==> src/rtl/srs_pkg.sv <==
package srs_pkg;
    localparam int REF_W    = 8;
    localparam int CODE_W   = 5;
    localparam int REF_FULL = 200;
    localparam int NLEVELS  = 32;

    typedef enum logic [1:0] {
        ST_IDLE    = 2'd0,
        ST_RAMP    = 2'd1,
        ST_TRACK   = 2'd2,
        ST_TRIPPED = 2'd3
    } srs_state_t;
endpackage

==> src/rtl/srs_target.sv <==
module srs_target
    import srs_pkg::*;
#(
    parameter int DUTY_W = 8
) (
    input  logic              mode_i,
    input  logic [CODE_W-1:0] code_i,
    input  logic [DUTY_W-1:0] duty_i,
    output logic [REF_W-1:0]  tgt_o
);
    localparam int DMAX  = (1 << DUTY_W) - 1;
    localparam int PW    = DUTY_W + REF_W;

    logic [REF_W-1:0] code_mv;
    logic [REF_W-1:0] duty_mv;
    logic [PW-1:0]    duty_prod;
    logic [PW-1:0]    duty_quot;

    // piecewise code map, three segments of growing slope
    always_comb begin
        int c;
        int v;
        c = int'(code_i);
        if (c == 0)       v = 0;
        else if (c <= 12) v = 3 * c + 2;
        else if (c <= 23) v = 6 * c - 34;
        else              v = 12 * c - 172;
        code_mv = REF_W'(v);
    end

    always_comb begin
        duty_prod = PW'(duty_i) * PW'(REF_FULL);
        duty_quot = duty_prod / PW'(DMAX);
        duty_mv   = duty_quot[REF_W-1:0];
    end

    assign tgt_o = mode_i ? code_mv : duty_mv;

    always_comb begin
        AST_TARGET_RANGE: assert (tgt_o <= REF_W'(REF_FULL));
    end
endmodule

==> src/rtl/srs_fault_qual.sv <==
module srs_fault_qual #(
    parameter int FAULT_CYC = 8
) (
    input  logic clk,
    input  logic rst_n,
    input  logic clr_i,
    input  logic strobe_i,
    input  logic ovp_i,
    input  logic fb_low_i,
    output logic trip_o
);
    localparam int CW = $clog2(FAULT_CYC + 1);

    logic [CW-1:0] run_cnt;
    logic          qual;

    assign qual   = strobe_i && ovp_i && fb_low_i;
    assign trip_o = !clr_i && qual && (run_cnt == CW'(FAULT_CYC - 1));

    always_ff @(posedge clk or negedge rst_n) begin
        if (!rst_n) begin
            run_cnt <= '0;
        end else if (clr_i || trip_o) begin
            run_cnt <= '0;
        end else if (strobe_i) begin
            run_cnt <= qual ? run_cnt + 1'b1 : '0;
        end
    end

    AST_CNT_BOUND: assert property (@(posedge clk) disable iff (!rst_n)
        run_cnt < CW'(FAULT_CYC));
endmodule

==> src/rtl/srs_ramp_seq.sv <==
module srs_ramp_seq
    import srs_pkg::*;
#(
    parameter int STEP_CYC  = 10650,
    parameter int HALF_CYC  = 250000,
    parameter int FAULT_CYC = 8,
    parameter int DUTY_W    = 8
) (
    input  logic              clk,
    input  logic              rst_n,
    input  logic              enable_i,
    input  logic              mode_i,
    input  logic [4:0]        code_i,
    input  logic [DUTY_W-1:0] duty_i,
    input  logic              ovp_i,
    input  logic              fb_low_i,
    input  logic              cycle_strobe_i,
    output logic [7:0]        ref_mv_o,
    output logic              half_ilim_o,
    output logic              fault_o
);
    localparam int TW = $clog2(STEP_CYC + 1);
    localparam int HW = $clog2(HALF_CYC + 1);
    localparam int SW = $clog2(NLEVELS);
    localparam int MW = REF_W + SW + 1;

    srs_state_t        state, state_nx;
    logic [SW-1:0]     step;
    logic [TW-1:0]     tick;
    logic [HW-1:0]     half_cnt;
    logic [REF_W-1:0]  tgt;
    logic              active;
    logic              trip;
    logic              level_done;
    logic [MW-1:0]     ramp_prod;

    srs_target #(.DUTY_W(DUTY_W)) u_target (
        .mode_i (mode_i),
        .code_i (code_i),
        .duty_i (duty_i),
        .tgt_o  (tgt)
    );

    srs_fault_qual #(.FAULT_CYC(FAULT_CYC)) u_fault (
        .clk      (clk),
        .rst_n    (rst_n),
        .clr_i    (!active),
        .strobe_i (cycle_strobe_i),
        .ovp_i    (ovp_i),
        .fb_low_i (fb_low_i),
        .trip_o   (trip)
    );

    assign active     = (state == ST_RAMP) || (state == ST_TRACK);
    assign level_done = (tick == TW'(STEP_CYC - 1));

    // next-state
    always_comb begin
        state_nx = state;
        unique case (state)
            ST_IDLE:    if (enable_i) state_nx = ST_RAMP;
            ST_RAMP: begin
                if (!enable_i)      state_nx = ST_IDLE;
                else if (trip)      state_nx = ST_TRIPPED;
                else if (level_done && step == SW'(NLEVELS - 1))
                                    state_nx = ST_TRACK;
            end
            ST_TRACK: begin
                if (!enable_i)      state_nx = ST_IDLE;
                else if (trip)      state_nx = ST_TRIPPED;
            end
            ST_TRIPPED: if (!enable_i) state_nx = ST_IDLE;
            default:    state_nx = ST_IDLE;
        endcase
    end

    // state register
    always_ff @(posedge clk or negedge rst_n) begin
        if (!rst_n) state <= ST_IDLE;
        else        state <= state_nx;
    end

    // ramp and window timers
    always_ff @(posedge clk or negedge rst_n) begin
        if (!rst_n) begin
            step     <= '0;
            tick     <= '0;
            half_cnt <= '0;
        end else if (!active) begin
            step     <= '0;
            tick     <= '0;
            half_cnt <= '0;
        end else begin
            if (half_cnt != HW'(HALF_CYC)) half_cnt <= half_cnt + 1'b1;
            if (state == ST_RAMP) begin
                if (level_done) begin
                    tick <= '0;
                    if (step != SW'(NLEVELS - 1)) step <= step + 1'b1;
                end else begin
                    tick <= tick + 1'b1;
                end
            end
        end
    end

    assign ramp_prod = MW'(tgt) * (MW'(step) + MW'(1));

    // outputs
    always_comb begin
        ref_mv_o    = '0;
        half_ilim_o = 1'b0;
        fault_o     = 1'b0;
        unique case (state)
            ST_IDLE:    ;
            ST_RAMP: begin
                ref_mv_o    = ramp_prod[SW +: REF_W];
                half_ilim_o = (half_cnt < HW'(HALF_CYC));
            end
            ST_TRACK: begin
                ref_mv_o    = tgt;
                half_ilim_o = (half_cnt < HW'(HALF_CYC));
            end
            ST_TRIPPED: fault_o = 1'b1;
            default:    ;
        endcase
    end

    AST_STOP_CLEARS: assert property (@(posedge clk) disable iff (!rst_n)
        !enable_i |=> (ref_mv_o == '0 && !half_ilim_o && !fault_o));
    AST_FAULT_HOLDS: assert property (@(posedge clk) disable iff (!rst_n)
        (fault_o && enable_i) |=> fault_o);
    AST_FAULT_NEEDS_STROBE: assert property (@(posedge clk) disable iff (!rst_n)
        $rose(fault_o) |-> $past(cycle_strobe_i && ovp_i && fb_low_i));
    AST_HALF_NOT_IN_FAULT: assert property (@(posedge clk) disable iff (!rst_n)
        half_ilim_o |-> (!fault_o && enable_i || $past(enable_i)));
endmodule

==> config.mk <==
export PLATFORM = sky130hd
export DESIGN_NAME = srs_ramp_seq
export DESIGN_NICKNAME = d
export VERILOG_FILES = /design/src/rtl/srs_pkg.sv /design/src/rtl/srs_target.sv /design/src/rtl/srs_fault_qual.sv /design/src/rtl/srs_ramp_seq.sv
export SDC_FILE = /design/constraint.sdc
export NUM_CORES = 1
export LEC_CHECK = 0
export BUFFER_PORTS_ARGS = -buffer_cell sky130_fd_sc_hd__buf_4
export CORE_ASPECT_RATIO = 1.4
export CORE_MARGIN = 2
export CORE_UTILIZATION = 70
export CTS_BUF_LIST = sky130_fd_sc_hd__clkbuf_16
export DETAILED_ROUTE_END_ITERATION = 7
export HOLD_SLACK_MARGIN = 0.15
export PLACE_DENSITY = 0.89
export SYNTH_ARGS = -nofsm -noshare
export SYNTH_HDL_FRONTEND = slang
export SYNTH_SLANG_ARGS = --single-unit
==> constraint.sdc <==
create_clock -name clk -period 42.6 [get_ports clk]
set_input_delay 8.52 -clock clk [delete_from_list [all_inputs] [get_ports clk]]
set_output_delay 8.52 -clock clk [all_outputs]
set_load 0.01 [all_outputs]
# After elaboration in Yosys (flattened, before gate mapping)
# Index checks and enable logic that the tools add are counted.
# totals
register_bits,43
output_inout_bits,10
word_cells,79
# classes
n_addsub,8
mul,5
div,1
order_cmp,3
eq_ne,16
mux,27
n_reduce_logical,14
# op_table
cell,n
$mux W14,3
$mux W18,2
$mux W8,4
$mux W5,4
$add A18 B1 Y18 const B,1
$lt A18 B18 Y1 const B,1
$ne A18 B18 Y1 const B,1
$div A16 B8 Y16 const B,1
$pmux W8 S2,1
$add A14 B1 Y14 const B,1
$eq A14 B14 Y1 const B,1
$mul A2 B5 Y7 const A,2
$mux W2,7
$mul A8 B5 Y13 const B,1
$mul A8 B6 Y13,1
$mux W4,3
$add A8 B3 Y8 const B,1
$ne A2 B1 Y1 const B,4
$pmux W2 S4,1
$sub A8 B7 Y8 const B,1
$sub A8 B8 Y8 const B,1
$add A5 B1 Y6 const B,1
$mul A2 B5 Y6 const A,1
$add A5 B1 Y5 const B,1
other kinds (21),29

# Longest topological paths before layout
# logic_depth
word_depth,8
depth_mapped,52
depth_no_buf,48

# Cells and area by module
# From an unflattened synthesis, not the netlist that was laid out.
# hier_totals
hier_cells,927
hier_area_um2,7404.6
# by_module_without_submodules
module,instances,cells_per_inst,area_each_um2,seq_area_each_um2
srs_ramp_seq,1,424,3673.5,975.9
srs_target,1,477,3485.8,0.0
srs_fault_qual,1,26,245.2,100.1

# Worst setup path after synthesis
# OpenSTA, ideal clock, no wires.
# synth_timing
kind,input-to-output
startpoint,in duty_i[2]
endpoint,out ref_mv_o[7]
t_arrival_ns,19.047
required_time_ns,34.080
path_slack_ns,15.033
stages,45
n_path_buf,1
path_cell_list,buf_2 > inv_1 > ha_1 > ha_1 > ha_1 > inv_1 > fa_1 > nand2b_1 > a211oi_2 > nor3_1 > or3_1 > o311ai_0 > nand4_1 > a2111oi_4 > o211ai_1 > a2111o_1 > a31o_1 > and3_4 > [... 9 more ...] > xnor2_1 > ha_1 > nand3_1 > a21o_1 > a21oi_1 > a21oi_1 > nand2_1 > fa_1 > fa_1 > fa_1 > inv_1 > ha_1 > nand3_1 > o31a_2 > o211ai_2 > o211ai_1 > xor2_1 > a211o_1
# synth_via
elab_chain_len,5
# synth_rtl
element,line,rtl
from (decl),srs_ramp_seq.sv:14,"input logic [DUTY_W-1:0] duty_i,"
$mul A8 B5 Y13 *,srs_target.sv:32,duty_prod = PW'(duty_i) * PW'(REF_FULL);
$div A16 B8 Y16 *,srs_target.sv:33,duty_quot = duty_prod / PW'(DMAX);
$mux W8 *,srs_target.sv:37,assign tgt_o = mode_i ? code_mv : duty_mv;
$mul A8 B6 Y13,srs_ramp_seq.sv:106,assign ramp_prod = MW'(tgt) * (MW'(step) + MW'(1));
$pmux W8 S2 *,srs_ramp_seq.sv:113,unique case (state)
to (decl),srs_ramp_seq.sv:18,"output logic [7:0] ref_mv_o,"
# Mark *: on every way between the ends. The rest lies on a longest branch, timed or not.

# Worst setup path in the final report
# Same ends and word-level chain as after synthesis.

==> impl_results.md <==
- Fillers: 714
- Hold Crit Class: flip-flop to flip-flop
- Buf/Inv on CP: 7
- FF-to-FF End: state[0]
- Net Count, Synth: about 1000
- Startpoint types: input pin
- Pre-CTS setup slack: 14.00 ns
- WP data arrival: approximately 20 ns
- Area share of the largest cell type after synthesis: approximately 15%
- Avg Cell Area, Syn: ~8.0 um^2
- Fin util: roughly 76%
- Number of enable flip-flop cells after synthesis: 0
- H-tree Lvls: 2
- R2R depth: 12
- Hold depth: 1
- Cell with the most instances after synthesis: nand2_1
- Initial antenna violation count: 0
- Final Hold Viols: 0
- Root buf cell: clkbuf_16
- Die W: between 80 and 90 um
- TritonRoute pass-1 iters: 8
- Layout Nets: between 1000 and 1500
- CTS Hold Bufs: 0
- HPWL after DPL: between 10 and 15 mm
- VDD IR-drop max: slightly below 60 uV
- Pin count of the biggest net entering global routing: 44
- CP max stage delay: ~0.67 ns
- Area of the multi-input gates: around 5600 um^2
- Residual DRC count: 0
- Reg2reg start: state[1]
- Slew Viols, Final: 0
- Vias in the first global route: about 6700
- CP delay by family, top: adder cells
- Asr flop ratio synth: 100%
- Post-CTS sizing: 0
- Most frequent CP cell: ha_1
- # IOs: 30
- Total Power: between 300 and 400 uW
- TNS Setup: 0 ns
- Starting DRC count in detailed routing: about 420
- Slowest CP cell: o311ai_0
- Power Dens Cells: between 50 and 60 nW/um^2
- Vias/cell: between 6 and 7
- Seq/Total Area, Yosys: roughly 15%
- Routed len/inst: between 15 and 20 um
- Warnings, synthesis: 0
- Crit path time final: between 20 and 30 ns
- CTS buffer count: 5
- N_diodes: 0
- Clock latency on the worst-skew pair: 0.29 ns
- Die Height: 123 um
- Die Area: approximately 11000 um^2
- Final setup margin: between 10 and 15 ns
- Status: finished clean
- Unique masters post-synth: approximately 90
- Crit Path Class: input pin to output pin
- FF+latch area: ~1100 um^2
- Area leader, netlist: dfrtp_1
- Antenna Nets Post-Route: 0
- GRT Util Overall: around a third
- Top cells by area, synth: dfrtp_1, ha_1, fa_1
- Gr ovfl total: 0
- FP Rows: 43
- CP Data Required Time: between 30 and 40 ns
- Hold Path Origin: u_fault.run_cnt[2]
- Commonest cells post-synth: nand2_1, ha_1, inv_1
- Routed WL: about 18 mm
- Synthesized cell area: roughly 7000 um^2
- Count of final setup violators: 0
- Initial Util: a little under three quarters
- Vias: around 7000
- Final Cycle Share: roughly two thirds
- Max-Cap Viols: 0
- Global-route wire length before repair: ~30 mm
- DP Area: roughly 7400 um^2
- Leak: 0.00342 uW
- CTS tree: built
- Share of cells above drive strength 1: a little under a tenth
- Design area: ~7500 um^2
- Core ar.: 9850 um^2
- Tightest Pin Transition: between 1 and 1.5 ns
- Synth Flop Type: dfrtp_1
- Relative slew slack: between 20% and 30%
- Synth-to-layout area growth: 6.76%
- Hold Crit Endpoint: u_fault.run_cnt[2]
- Placer Congestion: around 0.95
- Post-CTS setup buffers: 0
- Clock slew at reported path FFs: 0.06 ns
- Post-synthesis sequential element count: between 40 and 50
- Post-Route Skew: between 0.007 and 0.008 ns
- Clk sinks: 43
- Critical path peak fanout: 11
- Gate Count Post-Synth: about 900
- CTS max path bufs: 2
- RSZ-0062 raised after global routing: false
- IO buf count: 29
- Reg2Reg Setup Slack: around 40 ns
- CP Capture Type: output pin
- Fmax: approximately 35 MHz
cells in the final DEF (no fill, tap or decap), types with 4 or more instances in the layout:
| master | count |
|---|---|
| o21a_1 | 8 |
| o31ai_1 | 4 |
| xnor2_1 | 38 |
| xor2_1 | 19 |
| nor4_1 | 8 |
| a21oi_1 | 54 |
| mux2_2 | 4 |
| nand2b_1 | 8 |
| a21boi_0 | 6 |
| a31o_2 | 5 |
| nor2_1 | 57 |
| nand4_1 | 16 |
| o31a_1 | 4 |
| a31oi_1 | 5 |
| or2_2 | 4 |
| o21ai_1 | 6 |
| clkbuf_16 | 5 |
| nor2b_1 | 8 |
| a211oi_2 | 4 |
| nand3_1 | 38 |
| o21ai_0 | 45 |
| inv_1 | 72 |
| nor3_1 | 16 |
| and2_1 | 31 |
| a21o_1 | 14 |
| ha_1 | 80 |
| fa_1 | 27 |
| dfrtp_1 | 43 |
| or3_1 | 10 |
| nand2_1 | 95 |
| mux2i_1 | 5 |
| buf_4 | 31 |
| o22ai_1 | 6 |
| nor3b_1 | 4 |
| and4_1 | 4 |
| o211ai_1 | 14 |
| a211oi_1 | 7 |
| and3_1 | 13 |
cell families after synthesis:
kind of cell               synth area share (%)
and+or+nand+nor                            25.9
adders and majority gates                  21.9
DFF                                        15.3
xor gates and xnor gates                   7.08
buffers and inverters                      5.17
AOI/OAI and AO/OA                          23.2
muxes                                      1.54
state kept, by name (all words and copies together) (netlist names):
name and count:
u_fault.run_cnt 4, half_cnt 18, step 5, state 2, tick 14
per-stage QoR:
stage / hold slack [ns] / instances
final: 0.509 / 1037
after detailed placement: 0.505 / 1029
after global placement: 0.493 / 1029
after CTS: 0.512 / 1037
after global routing: 0.561 / 1037
after floorplan: 0.464 / 883
layer usage:
metal	up-vias	share of wire [%]	GRT usage, %
met2	256	54	62.6
met3	58	4.4	2.62
li1	3233	-	-
met4	0	3.7	15.1
met1	3294	38	39.0
met5	-	0	0
how the worst max path moves through the flow:
stage	from	end	slack (ns)	depth (start not counted)
6_report	duty_i[2]	ref_mv_o[7]	13.84	47
5_1_grt	duty_i[2]	ref_mv_o[7]	13.02	48
4_1_cts	duty_i[2]	ref_mv_o[7]	13.99	48
3_5_place_dp	duty_i[2]	ref_mv_o[7]	14.00	48
3_3_place_gp	duty_i[1]	ref_mv_o[7]	14.38	46
2_1_floorplan	duty_i[2]	ref_mv_o[7]	15.03	45
where the power goes:
group | internal, uW | switching, uW | leakage, uW
clock network | 27.6 | 15.7 | 0.0000838
logic | 107 | 183 | 0.00275
registers | 46.1 | 7.87 | 0.000590
total | 181 | 207 | 0.00342
cell type report:
type,instances,share of cell area [%]
multi-input combinational,748,74.5
sequential,43,14.3
inverter,72,3.59
timing repair buffer,31,3.09
tap,135,2.24
clock buffer,5,1.66
clock inverter,3,0.582
(Power assumes the default switching activity.)
